--- src/rtl/par_host_port.sv ---
`timescale 1ns/1ps
module par_host_port #(
  parameter int DW   = 16,
  parameter int SYNC = 2
) (
  input  logic          clk,
  input  logic          rst_n,
  input  logic          ctl_we,
  input  logic [DW-1:0] ctl_wdata,
  output logic [DW-1:0] ctl_q,
  input  logic          cpu_rd,
  input  logic          cpu_wr,
  input  logic [DW-1:0] cpu_wdata,
  output logic [DW-1:0] cpu_rdata,
  input  logic          h_strb_a,
  input  logic          h_strb_b,
  input  logic          h_bsel,
  input  logic          h_stsel,
  input  logic [DW-1:0] h_din,
  output logic [DW-1:0] h_dout,
  output logic          flag_ibf,
  output logic          flag_obe
);
  localparam int HB     = DW / 2;
  localparam int NCTL   = 7;
  localparam int GW     = $clog2(SYNC + 2);
  localparam logic [DW-1:0] CMASK = DW'((1 << NCTL) - 1);
  localparam logic [GW-1:0] GLOAD = GW'(SYNC + 1);
  localparam int C_WIDE = 0, C_MOTO = 1, C_DSPOL = 2, C_BSENSE = 3;
  localparam int C_FPOL = 4, C_MERGE = 5, C_SINV = 6;

  logic [DW-1:0]   ctl, ibuf, obuf;
  logic            ibf, obe;
  logic [SYNC-1:0] sa, sb;
  logic [GW-1:0]   guard;
  logic            wr_q, rd_q;
  logic            a_s, b_s, ds_on, wr_act, rd_act;
  logic            wr_end, rd_end, lo_sel, wr_last, rd_last;
  logic [DW-1:0]   status, rd_word;

  always_ff @(posedge clk or negedge rst_n)
    if (!rst_n) ctl <= '0;
    else if (ctl_we) ctl <= ctl_wdata & CMASK;

  assign ctl_q = ctl;

  always_ff @(posedge clk or negedge rst_n)
    if (!rst_n) begin
      sa <= '1;
      sb <= '1;
    end else begin
      sa <= {sa[SYNC-2:0], h_strb_a};
      sb <= {sb[SYNC-2:0], h_strb_b};
    end

  assign a_s   = sa[SYNC-1];
  assign b_s   = sb[SYNC-1];
  assign ds_on = ctl[C_DSPOL] ? b_s : ~b_s;

  assign wr_act = ctl[C_MOTO] ? (ds_on & ~a_s) : ~a_s;
  assign rd_act = ctl[C_MOTO] ? (ds_on &  a_s) : ~b_s;

  always_ff @(posedge clk or negedge rst_n)
    if (!rst_n)          guard <= GLOAD;
    else if (ctl_we)     guard <= GLOAD;
    else if (guard != 0) guard <= guard - 1'b1;

  always_ff @(posedge clk or negedge rst_n)
    if (!rst_n) begin
      wr_q <= 1'b0;
      rd_q <= 1'b0;
    end else if (guard != 0 || ctl_we) begin
      wr_q <= 1'b0;
      rd_q <= 1'b0;
    end else begin
      wr_q <= wr_act;
      rd_q <= rd_act;
    end

  assign wr_end  = wr_q & ~wr_act;
  assign rd_end  = rd_q & ~rd_act;
  assign lo_sel  = (h_bsel == ctl[C_BSENSE]);
  assign wr_last = wr_end & (ctl[C_WIDE] | ~lo_sel);
  assign rd_last = rd_end & ~h_stsel & (ctl[C_WIDE] | ~lo_sel);

  always_ff @(posedge clk or negedge rst_n)
    if (!rst_n) ibuf <= '0;
    else if (wr_end) begin
      if (ctl[C_WIDE]) ibuf <= h_din;
      else if (lo_sel) ibuf[HB-1:0] <= h_din[HB-1:0];
      else ibuf[DW-1:HB] <= h_din[HB-1:0];
    end

  always_ff @(posedge clk or negedge rst_n)
    if (!rst_n)       ibf <= 1'b0;
    else if (wr_last) ibf <= 1'b1;
    else if (cpu_rd)  ibf <= 1'b0;

  always_ff @(posedge clk or negedge rst_n)
    if (!rst_n)      obuf <= '0;
    else if (cpu_wr) obuf <= cpu_wdata;

  always_ff @(posedge clk or negedge rst_n)
    if (!rst_n)       obe <= 1'b1;
    else if (cpu_wr)  obe <= 1'b0;
    else if (rd_last) obe <= 1'b1;

  assign cpu_rdata = ibuf;
  assign status    = DW'({ibf, obe ^ ctl[C_SINV]});
  assign rd_word   = ctl[C_WIDE] ? obuf
                   : (lo_sel ? DW'(obuf[HB-1:0]) : DW'(obuf[DW-1:HB]));
  assign h_dout    = h_stsel ? status : rd_word;

  assign flag_ibf = (ctl[C_MERGE] ? (ibf | obe) : ibf) ^ ctl[C_FPOL];
  assign flag_obe = obe ^ ctl[C_FPOL];

  p_ctl_hold_r2: assert property (@(posedge clk) disable iff (!rst_n)
    !ctl_we |=> $stable(ctl_q));

  p_blank_r2: assert property (@(posedge clk) disable iff (!rst_n)
    (guard != 0) |=> (!wr_end && !rd_end));

  p_obuf_hold_r3: assert property (@(posedge clk) disable iff (!rst_n)
    !cpu_wr |=> $stable(obuf));

  p_ibf_set_r9: assert property (@(posedge clk) disable iff (!rst_n)
    wr_last |=> ibf);

  p_ibf_clr_r9: assert property (@(posedge clk) disable iff (!rst_n)
    (cpu_rd && !wr_last) |=> !ibf);

  p_obe_clr_r10: assert property (@(posedge clk) disable iff (!rst_n)
    cpu_wr |=> !obe);

  p_obe_set_r10: assert property (@(posedge clk) disable iff (!rst_n)
    (rd_last && !cpu_wr) |=> obe);

  p_stat_quiet_r11: assert property (@(posedge clk) disable iff (!rst_n)
    (rd_end && h_stsel && !cpu_wr) |=> $stable(obe));
endmodule

--- config.mk ---
export PLATFORM = sky130hd
export DESIGN_NAME = par_host_port
export DESIGN_NICKNAME = d
export VERILOG_FILES = /design/src/rtl/par_host_port.sv
export SDC_FILE = /design/constraint.sdc
export NUM_CORES = 1
export LEC_CHECK = 0
export ABC_AREA = 1
export BUFFER_PORTS_ARGS = -buffer_cell sky130_fd_sc_hd__buf_2
export CAP_MARGIN = 20
export CORE_AREA = 2 2 76 78
export CTS_CLUSTER_DIAMETER = 60
export DETAILED_ROUTE_END_ITERATION = 8
export DIE_AREA = 0 0 78 80
export GPL_ROUTABILITY_DRIVEN = 0
export PLACE_DENSITY = 0.83
export SLEW_MARGIN = 0
export SYNTH_ARGS = -nofsm -noshare
export SYNTH_HDL_FRONTEND = slang
export SYNTH_SLANG_ARGS = --single-unit
--- constraint.sdc ---
create_clock -name clk -period 2.1 [get_ports clk]
set_clock_uncertainty 0.2 [all_clocks]
set_input_delay 0.525 -clock clk [delete_from_list [all_inputs] [get_ports clk]]
set_output_delay 0.525 -clock clk [all_outputs]
set_load 0.005 [all_outputs]
Word level (Yosys, flattened, before mapping) --
Index checks and enable logic that the tools add are counted.
Word-level totals: flip-flop bits (word level) 49, bits of input ports 57, output and inout bits 50, logic and storage cells 58
Cells by class: $add $sub $neg 1, equality and inequality tests 2, muxes and demuxes 18, bitwise operators 18, reductions and logical operators 8
Operator list (count):
- $mux 16 | 3
- $mux 8 | 3
- $mux 1 | 10
- $reduce_bool 2->1 | 5
- $and 1x1->1 | 7
- $not 1->1 | 6
- $mux 2 | 2
- $reduce_and 2->1 | 2
- $xor 1x1->1 | 3
- $ne 2x2->1 const B | 1
- $or 1x1->1 | 2
- $sub 2x1->2 const B | 1
- $eq 1x1->1 | 1
- $logic_or 1x1->1 | 1

Logic depth before layout (Yosys ltp) --
depth in word-level cells 10, mapped depth 7, mapped depth without buffers 7

Worst setup path before layout --
OpenSTA, ideal clock, no wires.
path type input port to output port, start in h_bsel, end out h_dout[0], arrival 1089 ps, required time 1375 ps, path slack 286 ps, cell stages on the path 5, buffers on the path 1, path through nand2_1 > nand3_4 > buf_6 > o211ai_2 > nand2_1
On the way: word-level cells in the longest chain between the ends 4
Ends and longest elaborated chain:
- from (decl) | RTL line 17 | input logic h_bsel,
- $eq 1x1->1 | RTL line 82 | assign lo_sel = (h_bsel == ctl[C_BSENSE]);
- $mux 8 | RTL line 111 | : (lo_sel ? DW'(obuf[HB-1:0]) : DW'(obuf[DW-1:HB]));
- $mux 16 | RTL line 110 | assign rd_word = ctl[C_WIDE] ? obuf
- $mux 16 | RTL line 112 | assign h_dout = h_stsel ? status : rd_word;
- to (decl) | RTL line 20 | output logic [DW-1:0] h_dout,
Every way passes these cells.

Final worst setup path --
start reg ctl[3] (netlist: ctl_q[3]), end out h_dout[5]
On the way: word-level cells in the longest chain between the ends 4
Ends and longest elaborated chain:
- from (decl) | RTL line 32 | logic [DW-1:0] ctl, ibuf, obuf;
- from (signal assigned) | RTL line 43 | else if (ctl_we) ctl <= ctl_wdata & CMASK;
- $eq 1x1->1 | RTL line 82
- $mux 8 | RTL line 111
- $mux 16 | RTL line 110
- $mux 16 | RTL line 112
Every way passes these cells.

==> results.rst <==
.. list-table::
   :header-rows: 1

   * - Metric
     - Value
   * - Run status
     - complete, but fails checks
   * - Violations in the final reports
     - setup timing
   * - Maximum fanout encountered on the critical timing path
     - 14
   * - Static power due to leakage
     - 1.71 nW
   * - Worst Path Buf+Inv
     - 3
   * - Per-cell via count in the routed design
     - 4.63
   * - Floorplan Core Area
     - roughly 5400 µm²
   * - Number of nets with antenna violations after routing
     - 0
   * - Number of antenna violations at the first check in global routing
     - 0
   * - Detailed placer's ending HPWL
     - 3980 µm
   * - Yosys warning total
     - 0
   * - Worst Path Required
     - 1370 ps
   * - Cells after DPL
     - 437
   * - Power density of the placed cells
     - roughly 790 nW/µm²
   * - Clock Path Buffers
     - 2
   * - Worst-skew pair later-pin latency
     - 290 ps
   * - Startpoint of the worst-slack reg-to-reg timing path
     - sb[1]
   * - Peak Freq
     - 467 MHz
   * - Maximum resistive drop on vdd
     - roughly 0.00036 V
   * - Initial core utilization
     - about 45%
   * - Residual DRC count
     - 0
   * - Sequential share of the synthesized area
     - ~51%
   * - Clock tree from TritonCTS
     - built
   * - Layout cell share with drive strength beyond 1
     - ~33%
   * - Final antenna diode count
     - 0
   * - Critical path class
     - reg2out
   * - Most frequent cells in the layout
     - 93 x sky130_fd_sc_hd__nand2_1, 88 x sky130_fd_sc_hd__buf_2, 42 x sky130_fd_sc_hd__dfrtp_1
   * - Dominant delay contributor by cell family on the critical path
     - flip-flops
   * - Final critical delay including setup and external delays
     - between 2000 and 2500 ps
   * - Synth-to-layout area growth
     - 25.3%
   * - CP arrival
     - around 1400 ps
   * - Crit path launch
     - ctl_q[3]
   * - Crit path setup slack, layout
     - -39.1 ps
   * - Type of origin of the critical path
     - flop
   * - Final core area utilization
     - about 56%
   * - Boundary pin count
     - 107
   * - Total count of max-transition violations in the final report
     - 0
   * - Post-synth design cell area
     - about 2400 µm²
   * - Hold crit path type
     - in2reg
   * - Setup repair after global routing missed its margin
     - true
   * - Max Cap Violations
     - 0
   * - All-Layer GR Usage
     - between 15 and 20%
   * - Number of standard-cell rows in the floorplan
     - 27
   * - Share of the synthesized netlist area taken by xor and xnor gates
     - less than 1%
   * - Die height
     - roughly 80 µm
   * - Critical path capture point type
     - output pin
   * - Average footprint of a synthesized cell
     - roughly 8.5 µm²
   * - Vias in the first global route
     - just under 2000
   * - WL per Instance
     - around 12 µm
   * - Violation count after the first detailed-route iteration
     - just over 70
   * - Die span in x
     - just under 80 µm
   * - PortBufs
     - 88
   * - Total number of nets in the final design
     - 432
   * - Vias after detailed routing
     - a little over 2000
   * - Largest net degree at the start of global routing
     - 34
   * - Number of standard cells after synthesis
     - 283
   * - Synth Area in Simple Gates
     - 25.5%
   * - Proportion of synthesized area in mux cells
     - 0%
   * - Detailed-routing iteration count for the pre-antenna-repair pass
     - 4
   * - Worst slack after detailed placement
     - -44.4 ps
   * - Commonest non-fill, non-tap cell in the layout
     - sky130_fd_sc_hd__nand2_1
   * - Synth Area in Compound Gates
     - 9.65%
   * - Clk Tree Root Cell
     - sky130_fd_sc_hd__clkbuf_8
   * - Series of cell instances along the critical path
     - inv_2 > nand2_2 > nand3_4 > buf_12 > o21ai_1 > a21oi_1 > buf_2
   * - Area of the die
     - between 6000 and 7000 µm²
   * - Sum of overflow across all layers after global routing
     - 0
   * - Cell variety after synth
     - 25
   * - Actual slew at the worst max-slew pin
     - approximately 640 ps
   * - Total negative slack
     - -131 ps
   * - Share of synthesized cell area in full adder, half adder and majority cells
     - less than 1%
   * - Slowest cell on the critical path
     - sky130_fd_sc_hd__dfrtp_1
   * - Depth of the CTS H-tree
     - 2
   * - Total wirelength of the detailed-routed design
     - 5220 µm
   * - Delay of the slowest critical-path stage
     - 410 ps
   * - Min-Delay Startpoint
     - h_strb_a
   * - Clock sink count
     - 49
   * - Clock transition at the registers of the reported paths
     - 80 ps
   * - Final worst path period share
     - 102%
   * - Final setup viols
     - 6
   * - Final cell count without fillers
     - between 400 and 500
   * - Dominant combinational cell family by area after synthesis
     - simple AND/OR/NAND/NOR gates
   * - Clock buffer count from CTS
     - 5
   * - Wire length of the first global-routing pass
     - 8450 µm
   * - Count of final hold-check violations
     - 0
   * - Flip-flop and latch count after synthesis
     - around 50
   * - Overall power after layout
     - around 2.4 mW
   * - Max-slew headroom at the worst pin
     - 57.4%
[metrics by stage]
step	hold WS (ps)	cell area, µm²
2_1_floorplan	29.4	2440
3_3_place_gp	147	2870
3_5_place_dp	149	2870
4_1_cts	114	3010
5_1_grt	104	3020
6_report	124	3020
[report_power, final]
group / leakage (nW) / total (mW) / switching [mW] / internal [mW]
Clock: 0.0585 / 0.678 / 0.290 / 0.388
Sequential: 0.611 / 1.17 / 0.0758 / 1.09
Combinational: 1.04 / 0.530 / 0.295 / 0.234
[worst register-to-register path: stages (launching register included)]
cell and delay (ps):
sky130_fd_sc_hd__dfstp_2 560, sky130_fd_sc_hd__inv_1 50, sky130_fd_sc_hd__nand2_2 60, sky130_fd_sc_hd__nand3_2 90
sky130_fd_sc_hd__nand2_4 210, sky130_fd_sc_hd__nand3_4 160, sky130_fd_sc_hd__nand2_1 100, sky130_fd_sc_hd__nand2_1 60
[path summary, 6_finish.rpt]
path                       slack (ps)       endpoint  cells after the start
max                               -40      h_dout[5]                      7
min in group asynchronous         500   cpu_rdata[8]                      2
min                               120          sa[0]                      1
max in group asynchronous         570   cpu_rdata[4]                      3
min reg2reg                       160          sb[1]                      0
max reg2reg                       510  cpu_rdata[15]                      7
[area by class of cell]
cell class | count | area, µm²
Tap cell | 72 | 90.1
Timing Repair Buffer | 96 | 528
Fill cell | 518 | 2380
Clock buffer | 7 | 86.3
Clock inverter | 1 | 30.0
Multi-Input combinational cell | 189 | 922
Sequential cell | 49 | 1230
Inverter | 33 | 130
[cells by family (layout without fill, tap and decap cells)]
| group | count (synthesis) | after routing |
|---|---|---|
| simple gates | 132 | 132 |
| other cells | 1 | 9 |
| compound gates | 45 | 45 |
| xor+xnor | 2 | 2 |
| flops | 49 | 49 |
| fa+ha+maj | 1 | 1 |
| buf+inv | 53 | 137 |
[timing repair]
item / 4_1_cts / 5_1_grt
gates resized for setup: 1 / 6
buffers inserted: 1 / 0
endpoints found under the setup margin: 16 / 12
hold endpoints to repair: 13 / 0
hold buffers: 1 / 0
pin swaps: 0 / 0
[cells in the mapped netlist, drive strengths merged]
master	n	area share [%]
dfstp	7	7.6
clkbuf	5	1.2
nand2	100	17
xor2	2	0.73
conb	1	0.16
nor2	11	1.7
o21ai	34	7.1
dfrtp	42	44
ha	1	0.52
nand3	5	2.8
inv	33	5.2
buf	15	5.8
nand4	16	4.1
a21oi	10	2.1
o211ai	1	0.52
[registers in the layout, summed over array words and instances (netlist names)]
register and flops:
sb 2, obuf 16, sa 2, ctl_q 7
cpu_rdata 16, ibf 1, wr_q 1, guard 2
obe 1, rd_q 1
[routing by layer]
layer | wire length [µm] | track usage [%] | up-vias
met4 | 31 | 4.91 | 0
met1 | 2310 | 21.7 | 934
met2 | 2510 | 29.8 | 72
met3 | 367 | 4.41 | 4
li1 | - | - | 1060
met5 | 0 | 0 | -
No activity file was read; power rests on OpenSTA's default activity.
